===== config.mk =====
export PLATFORM = sky130hd
export DESIGN_NAME = ztSram
export DESIGN_NICKNAME = d
export VERILOG_FILES = /design/src/rtl/ztSramPkg.sv /design/src/rtl/zsCtrl.sv /design/src/rtl/zsPath.sv /design/src/rtl/ztSram.sv
export SDC_FILE = /design/constraint.sdc
export NUM_CORES = 1
export LEC_CHECK = 0
export BUFFER_PORTS_ARGS = -buffer_cell sky130_fd_sc_hd__buf_2
export CORE_ASPECT_RATIO = 1.5
export CORE_MARGIN = 1.5
export CORE_UTILIZATION = 40
export CTS_CLUSTER_DIAMETER = 80
export DETAILED_ROUTE_END_ITERATION = 16
export PLACE_DENSITY = 0.62
export SYNTH_ARGS = -nofsm -noshare
export SYNTH_HDL_FRONTEND = slang
export SYNTH_SLANG_ARGS = --single-unit

===== constraint.sdc =====
create_clock -name clk -period 2.9 [get_ports clk]
set_clock_uncertainty 0.1 [all_clocks]
set_input_delay 0.145 -clock clk [delete_from_list [all_inputs] [get_ports clk]]
set_output_delay 0.145 -clock clk [all_outputs]
set_load 0.02 [all_outputs]

===== src/rtl/ztSramPkg.sv =====
package ztSramPkg;

  // Strobes from the command pipeline to the storage datapath.
  typedef struct packed {
    logic wrEn;   // commit dIn into the array at this edge
    logic ldOut;  // capture the merged read word into the output register
    logic drive;  // bus drive enable, already gated by outEn
    logic flow;   // flow-through timing selected
  } strobes_t;

endpackage


===== src/rtl/zsCtrl.sv =====
module zsCtrl
  import ztSramPkg::*;
#(
  parameter int ADDR_W = 6,
  parameter int BYTES  = 2
) (
  input  logic              clk,
  input  logic              rstN,
  input  logic              flowThru,
  input  logic              ceA,
  input  logic              ceB,
  input  logic              ceC,
  input  logic              wrSel,
  input  logic [ADDR_W-1:0] addr,
  input  logic [BYTES-1:0]  byteEn,
  input  logic              outEn,
  output strobes_t          strb,
  output logic [ADDR_W-1:0] wrAddr,
  output logic [BYTES-1:0]  wrBe,
  output logic [ADDR_W-1:0] rdAddr,
  output logic [BYTES-1:0]  fwdBe
);

  logic              sel;
  logic              vld1, isWr1, vld2, isWr2;
  logic [ADDR_W-1:0] adr1, adr2;
  logic [BYTES-1:0]  be1, be2;
  logic [1:0]        upCnt;

  assign sel = ceA & ceB & ceC;

  // Command stages: stage 1 holds the command of the last edge, stage 2 the one before.
  always_ff @(posedge clk) begin
    if (!rstN) begin
      vld1  <= 1'b0;
      isWr1 <= 1'b0;
      vld2  <= 1'b0;
      isWr2 <= 1'b0;
    end else begin
      vld1  <= sel;
      isWr1 <= wrSel;
      vld2  <= vld1;
      isWr2 <= isWr1;
    end
  end

  always_ff @(posedge clk) begin
    adr1 <= addr;
    be1  <= byteEn;
    adr2 <= adr1;
    be2  <= be1;
  end

  // Edges since reset release, saturating; used only to qualify history checks.
  always_ff @(posedge clk) begin
    if (!rstN)               upCnt <= 2'd0;
    else if (upCnt != 2'd3)  upCnt <= upCnt + 2'd1;
  end

  always_comb begin
    strb.flow  = flowThru;
    strb.wrEn  = flowThru ? (vld1 & isWr1) : (vld2 & isWr2);
    wrAddr     = flowThru ? adr1 : adr2;
    wrBe       = flowThru ? be1 : be2;
    rdAddr     = adr1;
    strb.ldOut = ~flowThru & vld1 & ~isWr1;
    fwdBe      = (!flowThru && vld2 && isWr2 && adr2 == adr1) ? be2 : '0;
    strb.drive = outEn & (flowThru ? (vld1 & ~isWr1) : (vld2 & ~isWr2));
  end

  AST_WR_LAG_PIPE: assert property (@(posedge clk) disable iff (!rstN)
    (upCnt == 2'd3 && strb.wrEn && !flowThru) |-> $past(sel && wrSel, 2));

  AST_WR_LAG_FLOW: assert property (@(posedge clk) disable iff (!rstN)
    (upCnt != 2'd0 && strb.wrEn && flowThru) |-> $past(sel && wrSel));

  AST_RD_PIPE_DRIVE: assert property (@(posedge clk) disable iff (!rstN)
    (upCnt == 2'd3 && outEn && !flowThru && !$past(flowThru) && !$past(flowThru, 2)
     && $past(sel && !wrSel, 2)) |-> strb.drive);

  AST_RD_FLOW_DRIVE: assert property (@(posedge clk) disable iff (!rstN)
    (upCnt != 2'd0 && outEn && flowThru && $past(flowThru) && $past(sel && !wrSel))
    |-> strb.drive);

  AST_QUIET_ON_WRITE: assert property (@(posedge clk) disable iff (!rstN)
    strb.wrEn |-> !strb.drive);

endmodule


===== src/rtl/zsPath.sv =====
module zsPath
  import ztSramPkg::*;
#(
  parameter int ADDR_W = 6,
  parameter int BYTES  = 2,
  parameter int BYTE_W = 9,
  localparam int DATA_W = BYTES * BYTE_W,
  localparam int DEPTH  = 1 << ADDR_W
) (
  input  logic              clk,
  input  strobes_t          strb,
  input  logic [ADDR_W-1:0] wrAddr,
  input  logic [BYTES-1:0]  wrBe,
  input  logic [ADDR_W-1:0] rdAddr,
  input  logic [BYTES-1:0]  fwdBe,
  input  logic [DATA_W-1:0] dIn,
  output logic [DATA_W-1:0] dOut
);

  logic [DATA_W-1:0] merged;
  logic [DATA_W-1:0] outReg;

  // One storage lane per byte, each with its own write enable.
  for (genvar b = 0; b < BYTES; b++) begin : g_lane
    logic [BYTE_W-1:0] lane [DEPTH];

    always_ff @(posedge clk) begin
      if (strb.wrEn && wrBe[b]) lane[wrAddr] <= dIn[b*BYTE_W +: BYTE_W];
    end

    // A pending write to the read address wins byte by byte over stored contents.
    assign merged[b*BYTE_W +: BYTE_W] =
      fwdBe[b] ? dIn[b*BYTE_W +: BYTE_W] : lane[rdAddr];
  end

  always_ff @(posedge clk) begin
    if (strb.ldOut) outReg <= merged;
  end

  assign dOut = strb.flow ? merged : outReg;

endmodule


===== src/rtl/ztSram.sv =====
module ztSram
  import ztSramPkg::*;
#(
  parameter int ADDR_W = 6,
  parameter int BYTES  = 2,
  parameter int BYTE_W = 9,
  localparam int DATA_W = BYTES * BYTE_W
) (
  input  logic              clk,
  input  logic              rstN,
  input  logic              flowThru,
  input  logic              ceA,
  input  logic              ceB,
  input  logic              ceC,
  input  logic              wrSel,
  input  logic [ADDR_W-1:0] addr,
  input  logic [BYTES-1:0]  byteEn,
  input  logic [DATA_W-1:0] dIn,
  input  logic              outEn,
  output logic [DATA_W-1:0] dOut,
  output logic              dOe
);

  strobes_t          strb;
  logic [ADDR_W-1:0] wrAddr, rdAddr;
  logic [BYTES-1:0]  wrBe, fwdBe;

  zsCtrl #(.ADDR_W(ADDR_W), .BYTES(BYTES)) i_ctrl (
    .clk(clk), .rstN(rstN), .flowThru(flowThru),
    .ceA(ceA), .ceB(ceB), .ceC(ceC), .wrSel(wrSel),
    .addr(addr), .byteEn(byteEn), .outEn(outEn),
    .strb(strb), .wrAddr(wrAddr), .wrBe(wrBe),
    .rdAddr(rdAddr), .fwdBe(fwdBe)
  );

  zsPath #(.ADDR_W(ADDR_W), .BYTES(BYTES), .BYTE_W(BYTE_W)) i_path (
    .clk(clk), .strb(strb), .wrAddr(wrAddr), .wrBe(wrBe),
    .rdAddr(rdAddr), .fwdBe(fwdBe), .dIn(dIn), .dOut(dOut)
  );

  assign dOe = strb.drive;

endmodule


==> impl_metrics.yaml, run 1 <==
detailed_routing:
  routedWlPerCell_um: 28.7
  firstDrtPassIters: 5
  ant_nets: 0
  vias: 23600
  drt_iter0_markers: 2108
  drc: 0
  vias_per_cell: 5.54
  wl_um: 123000
setup_path:
  cp-start-kind: "register"
  critPathKind: "register to output port"
  reg2regPathDepth: 17
  critPathMaxFanout: 6
  critPathRequiredTime_ns: 2.65
  setup.worst_path.end_class: "output port"
  worstPathArrival_ns: 3.42
floorplanning:
  initial_core_util_pct: 40.4
  die_y_um: 419
  io_pins: 53
  die-area_um2: 118000
  rows: 152
  die_w_um: 281
  coreArea_um2: 114000
power_and_ir_drop:
  p_leak_nw: 18.6
  p_clk_share_pct: 40.4
  p_comb_share_pct: 6.9
  powerDensity_nw_per_um2: 638
  power_frac_seq_pct: 52.7
  internal_power_mw: 28.1
  switching_power_mw: 7.79
  ir_worst_vdd_v: 0.000636
  switching_share_pct: 21.7
sta:
  slew_headroom_pct: 14.4
  worstMarginPinSlew_ns: 1.28
  max_freq_mhz: 273
  layout_setup_ws_ns: -0.765
  fin_crit_sh_pct: 126
  hold_violations: 1
  period_needed_ns: 3.67
  drv_slew: 0
  rsz0062_at_grt: "yes"
  setup_viol: 22
  holdWs_ns: -0.00270
final_layout:
  layout.nets: 2667
  area_delta_synth_final_pct: 21.8
  seq_area_um2: 35500
  antenna_cells: 0
  n_fill_cell: 9278
  multi_input_comb_area_um2: 10700
  drive_gt1_share_pct: 37.1
  utilization_pct: 49.2
clock_network:
  clk_latency_ns: 0.73
  clock-sinks: 1190
  clkTransAtPathRegs_ns: 0.06
  tritoncts: "yes"
  cts_root_buffer: "clkbuf_16"
  htreeDepth: 3
  numCtsBuffers: 107
  cts_max_path_buffers: 3
global_routing:
  grt_max_degree: 66
  grt_overflow: 0
  grt_pass1_vias: 24900
  grt_usage_pct: 21.0
  grt_pass1_wl_um: 176000
  antenna_found_initial: 2
synth:
  yosysSeqAreaShare_pct: 76.8
  syn-num-nets: 2192
  ys_top_cells_by_area: "edfxtp_1 76%, mux4_2 13%, mux2i_1 2.7%"
  synth_edf_count: 1170
  synth-seq-cells: 1190
  avgSynthCellArea_um2: 21.4
  synthCells: 2158
  yosys_warnings: 0
  synth_top_cell_by_area: "edfxtp_1"
  async_flop_share_pct: 0
  yosys.area.top_type_share_pct: 76.0
  synth_flop_cell: "edfxtp_1"
  synth_area_um2: 46300
  yosysUniqueCellTypes: 48
min_path:
  hold_depth: 1
  hold_path.class: "primary input to register"
status:
  status: "finished, violations left"
  violations: "hold timing, setup timing"
placed_design:
  port_buffers: 52
  place_hpwl_um: 80600
  gp_congestion: 0.872
  dp_slack_ns: -0.441
run:
  cap_violations: 0
## through the flow
step | power [mW] | TNS, ns | cells | area, um2
after floorplan | 20.3 | 0 | 2158 | 46300
after global placement | 21.4 | -3.02 | 3982 | 50900
after detailed placement | 21.4 | -5.67 | 3982 | 50900
after CTS | 36.0 | -14.51 | 4253 | 55800
after global routing | 36.8 | -15.29 | 4266 | 56300
final | 35.9 | -13.83 | 4266 | 56300
## critical path: stages, from the launching register on
cell       delay [ns]
dfxtp_4          0.39
buf_12           0.13
buf_12           0.14
buf_12           0.13
mux4_2           0.52
mux4_2           0.50
a2bb2oi_1        0.15
buf_4            0.20
a32oi_4          0.28
a21oi_2          0.10
buf_6            0.14
## path summary, 6_finish.rpt
| kind | slack, ns | to | start |
|---|---|---|---|
| worst max-delay path | -0.77 | dOut[11] | i_ctrl.rdAddr[0] |
| worst min-delay path | -0.003 | i_path.g_lane[0].lane[45][5] | dIn[5] |
| worst max register to register | -0.70 | i_path.outReg[5] | i_ctrl.rdAddr[0] |
| worst min register to register | 0.39 | i_ctrl.be2[1] | i_ctrl.be1[1] |
## per-layer routing
| metal | GRT usage (%) | wire [um] | vias to the layer above |
|---|---|---|---|
| li1 | - | - | 9980 |
| met1 | 25.0 | 45600 | 12600 |
| met2 | 37.4 | 64600 | 817 |
| met3 | 2.90 | 6600 | 236 |
| met4 | 9.97 | 5760 | 2 |
| met5 | 0 | 8 | - |
## cells in the mapped netlist (all sizes together) (3+ instances only)
cell,n
a21oi,18
a22o,18
a2bb2oi,18
nor2,158
edfxtp,1170
o21ai,36
nand2,28
o22ai,18
dfxtp,20
mux2i,127
clkbuf,51
and2,4
xnor2,3
a32oi,20
nand3b,3
a221oi,36
inv,22
o211ai,3
mux4,270
nor2b,5
buf,68
xor2,3
mux2,37
## final cells by class
class                   instances  share of cell area (%)
inverters                      22                   0.147
clock buffers                 131                    4.95
clock inverters                71                    1.41
flip-flops and latches       1190                    63.1
multi-input cells             827                    19.0
well taps                    1540                    3.42
repair buffers                485                    8.00
## state kept, by name (all words and copies together) (netlist names)
register	cells
i_ctrl.vld1	1
i_ctrl.adr2	6
i_ctrl.be2	2
i_ctrl.isWr2	1
i_path.outReg	18
i_ctrl.isWr1	1
i_ctrl.rdAddr	6
i_path.g_lane.lane	1152
i_ctrl.be1	2
i_ctrl.vld2	1
## timing repair
item                                    in CTS  in global routing
pin swaps                                   23                 21
endpoints found under the hold margin      202                  0
setup buffers                               41                 13
hold buffers                                27                  0
gates resized for setup                    116                 70
endpoints found under the setup margin      88                 99
cloned                                       5                  3
## cell usage in the layout, fill, tap and decap left out, types with 4 or more instances in the layout
| master | n |
|---|---|
| edfxtp_1 | 1170 |
| buf_4 | 332 |
| mux4_2 | 270 |
| nor2_1 | 125 |
| mux2i_1 | 117 |
| clkbuf_16 | 111 |
| buf_2 | 40 |
| buf_12 | 39 |
| nor2_2 | 33 |
| o21ai_1 | 31 |
| clkinv_1 | 31 |
| buf_6 | 31 |
| nand2_1 | 27 |
| dlygate4sd3_1 | 27 |
| clkbuf_1 | 23 |
| inv_1 | 21 |
| a221oi_1 | 20 |
| mux2_1 | 19 |
| mux2_2 | 18 |
| o22ai_1 | 18 |
| a22o_1 | 18 |
| dfxtp_1 | 16 |
| a221oi_2 | 14 |
| bufinv_16 | 14 |
| clkinv_2 | 13 |
| a32oi_2 | 10 |
| a21oi_2 | 10 |
| buf_16 | 10 |
| mux2i_2 | 8 |
| a32oi_4 | 7 |
| a2bb2oi_2 | 6 |
| a2bb2oi_4 | 6 |
| a2bb2oi_1 | 6 |
| nor2b_1 | 5 |
| a21oi_4 | 5 |
| and2_1 | 4 |
| clkinvlp_4 | 4 |
## power by group through the flow
stage / Sequential [mW] / Clock [mW] / Combinational, mW
after floorplan: 19.3 / 0 / 0.999
after global placement: 19.3 / 0 / 2.06
after detailed placement: 19.3 / 0 / 2.10
after CTS: 18.9 / 14.7 / 2.37
after global routing: 18.9 / 15.3 / 2.58
final: 18.9 / 14.5 / 2.48
## logic make-up (layout without fill, tap and decap cells)
family / Yosys count / in the layout / share of synthesized area (%)
AO/OA/AOI/OAI: 176 / 176 / 2.84
XOR/XNOR: 6 / 6 / 0.114
buffers and inverters: 141 / 709 / 1.55
flip-flops: 1190 / 1190 / 76.8
multiplexers: 434 / 434 / 16.8
AND/OR/NAND/NOR: 211 / 211 / 1.87
(Power assumes the default switching activity.)
==> run 2, diff against run 1 <==
--- a/config.mk
+++ b/config.mk
@@ -5,12 +5,15 @@
 export SDC_FILE = /design/constraint.sdc
 export NUM_CORES = 1
 export LEC_CHECK = 0
+export ABC_CLOCK_PERIOD_IN_PS = 2900
 export BUFFER_PORTS_ARGS = -buffer_cell sky130_fd_sc_hd__buf_2
 export CORE_ASPECT_RATIO = 1.5
 export CORE_MARGIN = 1.5
 export CORE_UTILIZATION = 40
+export CTS_BUF_LIST = sky130_fd_sc_hd__clkbuf_4 sky130_fd_sc_hd__clkbuf_8 sky130_fd_sc_hd__clkbuf_16
 export CTS_CLUSTER_DIAMETER = 80
 export DETAILED_ROUTE_END_ITERATION = 16
+export GPL_TIMING_DRIVEN = 0
 export PLACE_DENSITY = 0.62
 export SYNTH_ARGS = -nofsm -noshare
 export SYNTH_HDL_FRONTEND = slang
==> run 2 against run 1 <==
- die area unchanged
- register-to-register slack improved by 0.46 ns
- critical path type unchanged
- critical endpoint is now dOut[14]
- sequential power barely moved
- flip-flop and latch count unchanged
- total power down 0.95%
- combinational power up 3%
- clock power fell by 3%
- the flow finishes with violations (setup timing)
- critical path depth did not move
==> impl_metrics.yaml, run 2 (synthesized netlist as in run 1, its figures left out) <==
detailed_routing:
  drt_iter0_markers: 2413
  routedWlPerCell_um: 33.6
  ant_nets: 0
  wl_um: 138000
  firstDrtPassIters: 5
  vias_per_cell: 5.86
  drc: 0
  vias: 24000
setup_path:
  crit_slowest_cell: "mux4_2"
  cp-start-kind: "register"
  critPathKind: "register to output port"
  cp_cell_sequence: "buf_12 > buf_16 > buf_16 > buf_16 > mux4_2 > a221oi_2 > o21ai_1 > a32oi_2 > a21oi_2 > buf_6"
  worst_path_most_repeated_cell: "buf_16"
  critPathMaxFanout: 8
  setup.worst_path.end_class: "output port"
  worst_path_largest_cell_delay_ns: 0.60
  worstPathArrival_ns: 3.63
  critPathRequiredTime_ns: 2.65
power_and_ir_drop:
  switching_power_mw: 7.93
  power_frac_seq_pct: 53.2
  p_comb_share_pct: 7.2
  internal_power_mw: 27.7
  p_clk_share_pct: 39.6
  ir_worst_vdd_v: 0.000495
  finalPower_mw: 35.6
  p_leak_nw: 17.9
  switching_share_pct: 22.3
  powerDensity_nw_per_um2: 628
status:
  status: "finished, violations left"
  violations: "setup timing"
final_layout:
  top_regs: "i_path.g_lane.lane: 1152 flops, i_path.outReg: 18 flops"
  regMostFlops: "i_path.g_lane.lane"
  utilization_pct: 49.5
  area_delta_synth_final_pct: 22.5
  layout.nets: 2505
  layout_common_cells: "1170 x edfxtp_1, 270 x mux4_2, 114 x nor2_4"
  drive_gt1_share_pct: 40.4
  largest_reg_flops: 1152
  final_common_cell: "edfxtp_1"
  n_fill_cell: 9103
global_routing:
  grtUsageMet3_pct: 3.43
  antenna_found_initial: 3
  grt_pass1_wl_um: 187000
  grt_usage_pct: 23.3
  grt_overflow: 0
  grtUsageMet2_pct: 41.1
  grt_max_degree: 66
  grt_busiest_layer: "met2"
  use_met1_pct: 26.2
  grt_pass1_vias: 24200
floorplanning:
  die-area_um2: 118000
  die_y_um: 419
  rows: 152
  initial_core_util_pct: 40.4
  coreArea_um2: 114000
  io_pins: 53
  die_w_um: 281
sta:
  slew_headroom_pct: 3.73
  hold_violations: 0
  rsz0062_at_grt: "yes"
  max_freq_mhz: 258
  setup_viol: 66
  fin_crit_sh_pct: 134
  holdWs_ns: 0.109
  layout_setup_ws_ns: -0.980
  worstMarginPinSlew_ns: 1.44
  drv_slew: 0
  period_needed_ns: 3.88
clock_network:
  cts_max_path_buffers: 3
  clock-sinks: 1190
  htreeDepth: 3
  tritoncts: "yes"
  clkTransAtPathRegs_ns: 0.06
  numCtsBuffers: 104
  clk_latency_ns: 0.73
  cts_root_buffer: "clkbuf_16"
placed_design:
  port_buffers: 51
  place_hpwl_um: 91400
  gp_congestion: 0.951
run:
  cap_violations: 0
min_path:
  hold_path.class: "primary input to register"
## run 2: cell types whose count changed in the layout (fill, tap and decap cells not counted), moves of 13 or more
cell	before	now
nand2_2	1	16
mux2i_1	117	103
clkbuf_8	0	15
nor2_4	0	114
clkbuf_4	0	36
buf_8	2	24
nor2_1	125	30
nor2_2	33	14
buf_12	39	70
buf_4	332	78
clkbuf_2	0	15
clkinv_1	31	12
nand2_1	27	3
clkbuf_1	23	10
## run 2: path summary, 6_finish.rpt
check,start,endpoint,slack [ns],cells past startpoint
worst max register to register,i_ctrl.rdAddr[0],i_path.outReg[16],-0.24,11
worst min register to register,i_ctrl.rdAddr[2],i_ctrl.adr2[2],0.34,0
worst min-delay path,ceA,i_ctrl.vld1,0.11,3
worst max-delay path,i_ctrl.rdAddr[0],dOut[14],-0.98,10
## run 2: worst max-delay path, delay by kind of cell, from the launching register on
| kind | cells | cell delay, ns |
|---|---|---|
| mux | 1 | 0.60 |
| buf+inv | 5 | 0.87 |
| flops | 1 | 0.43 |
| compound gates | 4 | 0.95 |
## run 2: final cells by class
cell class                 count  area [um2]  share of cell area [%]
clock buffer                 137        2890                    5.11
multi-input combinational    827       11900                    20.9
inverter                      22        82.6                   0.146
buffer                       117        1310                    2.31
timing repair buffer         209        2450                    4.32
sequential                  1190       35500                    62.7
clock inverter                53         587                    1.04
tap                         1540        1930                    3.40
antenna                        3        7.51                  0.0132
## run 2: routing by layer
metal	vias up	wire length (um)
met5	-	0
met4	0	9840
met3	321	8860
met2	1196	72200
met1	12800	46800
li1	9675	-
## run 2: power groups by stage
| stage | Clock [mW] | Combinational (mW) | Sequential (mW) |
|---|---|---|---|
| 6_report | 14.1 | 2.55 | 18.9 |
| 3_3_place_gp | 0 | 1.98 | 19.3 |
| 2_1_floorplan | 0 | 0.999 | 19.3 |
| 4_1_cts | 14.2 | 2.33 | 18.9 |
| 5_1_grt | 14.8 | 2.61 | 18.9 |
| 3_5_place_dp | 0 | 2.02 | 19.3 |
## run 2: stage by stage
step                setup WS [ns]  std cells  setup TNS [ns]  instance area (um2)
finish                     -0.980       4098          -19.01                56700
floorplan                  0.0152       2158               0                46300
global route                -1.00       4098          -21.40                56700
detailed placement          -2.52       3750        -1971.47                48500
global placement            -2.49       3749        -1919.76                48400
CTS                        -0.971       3996         -422.53                54100
## run 2: what timing repair did
action | in CTS | in global routing
hold endpoints to repair | 12 | 53
setup buffers | 36 | 96
setup endpoints to repair | 1188 | 1183
gates resized for setup | 451 | 262
hold buffers | 21 | 2
pin swaps | 43 | 87
cloned | 1 | 3
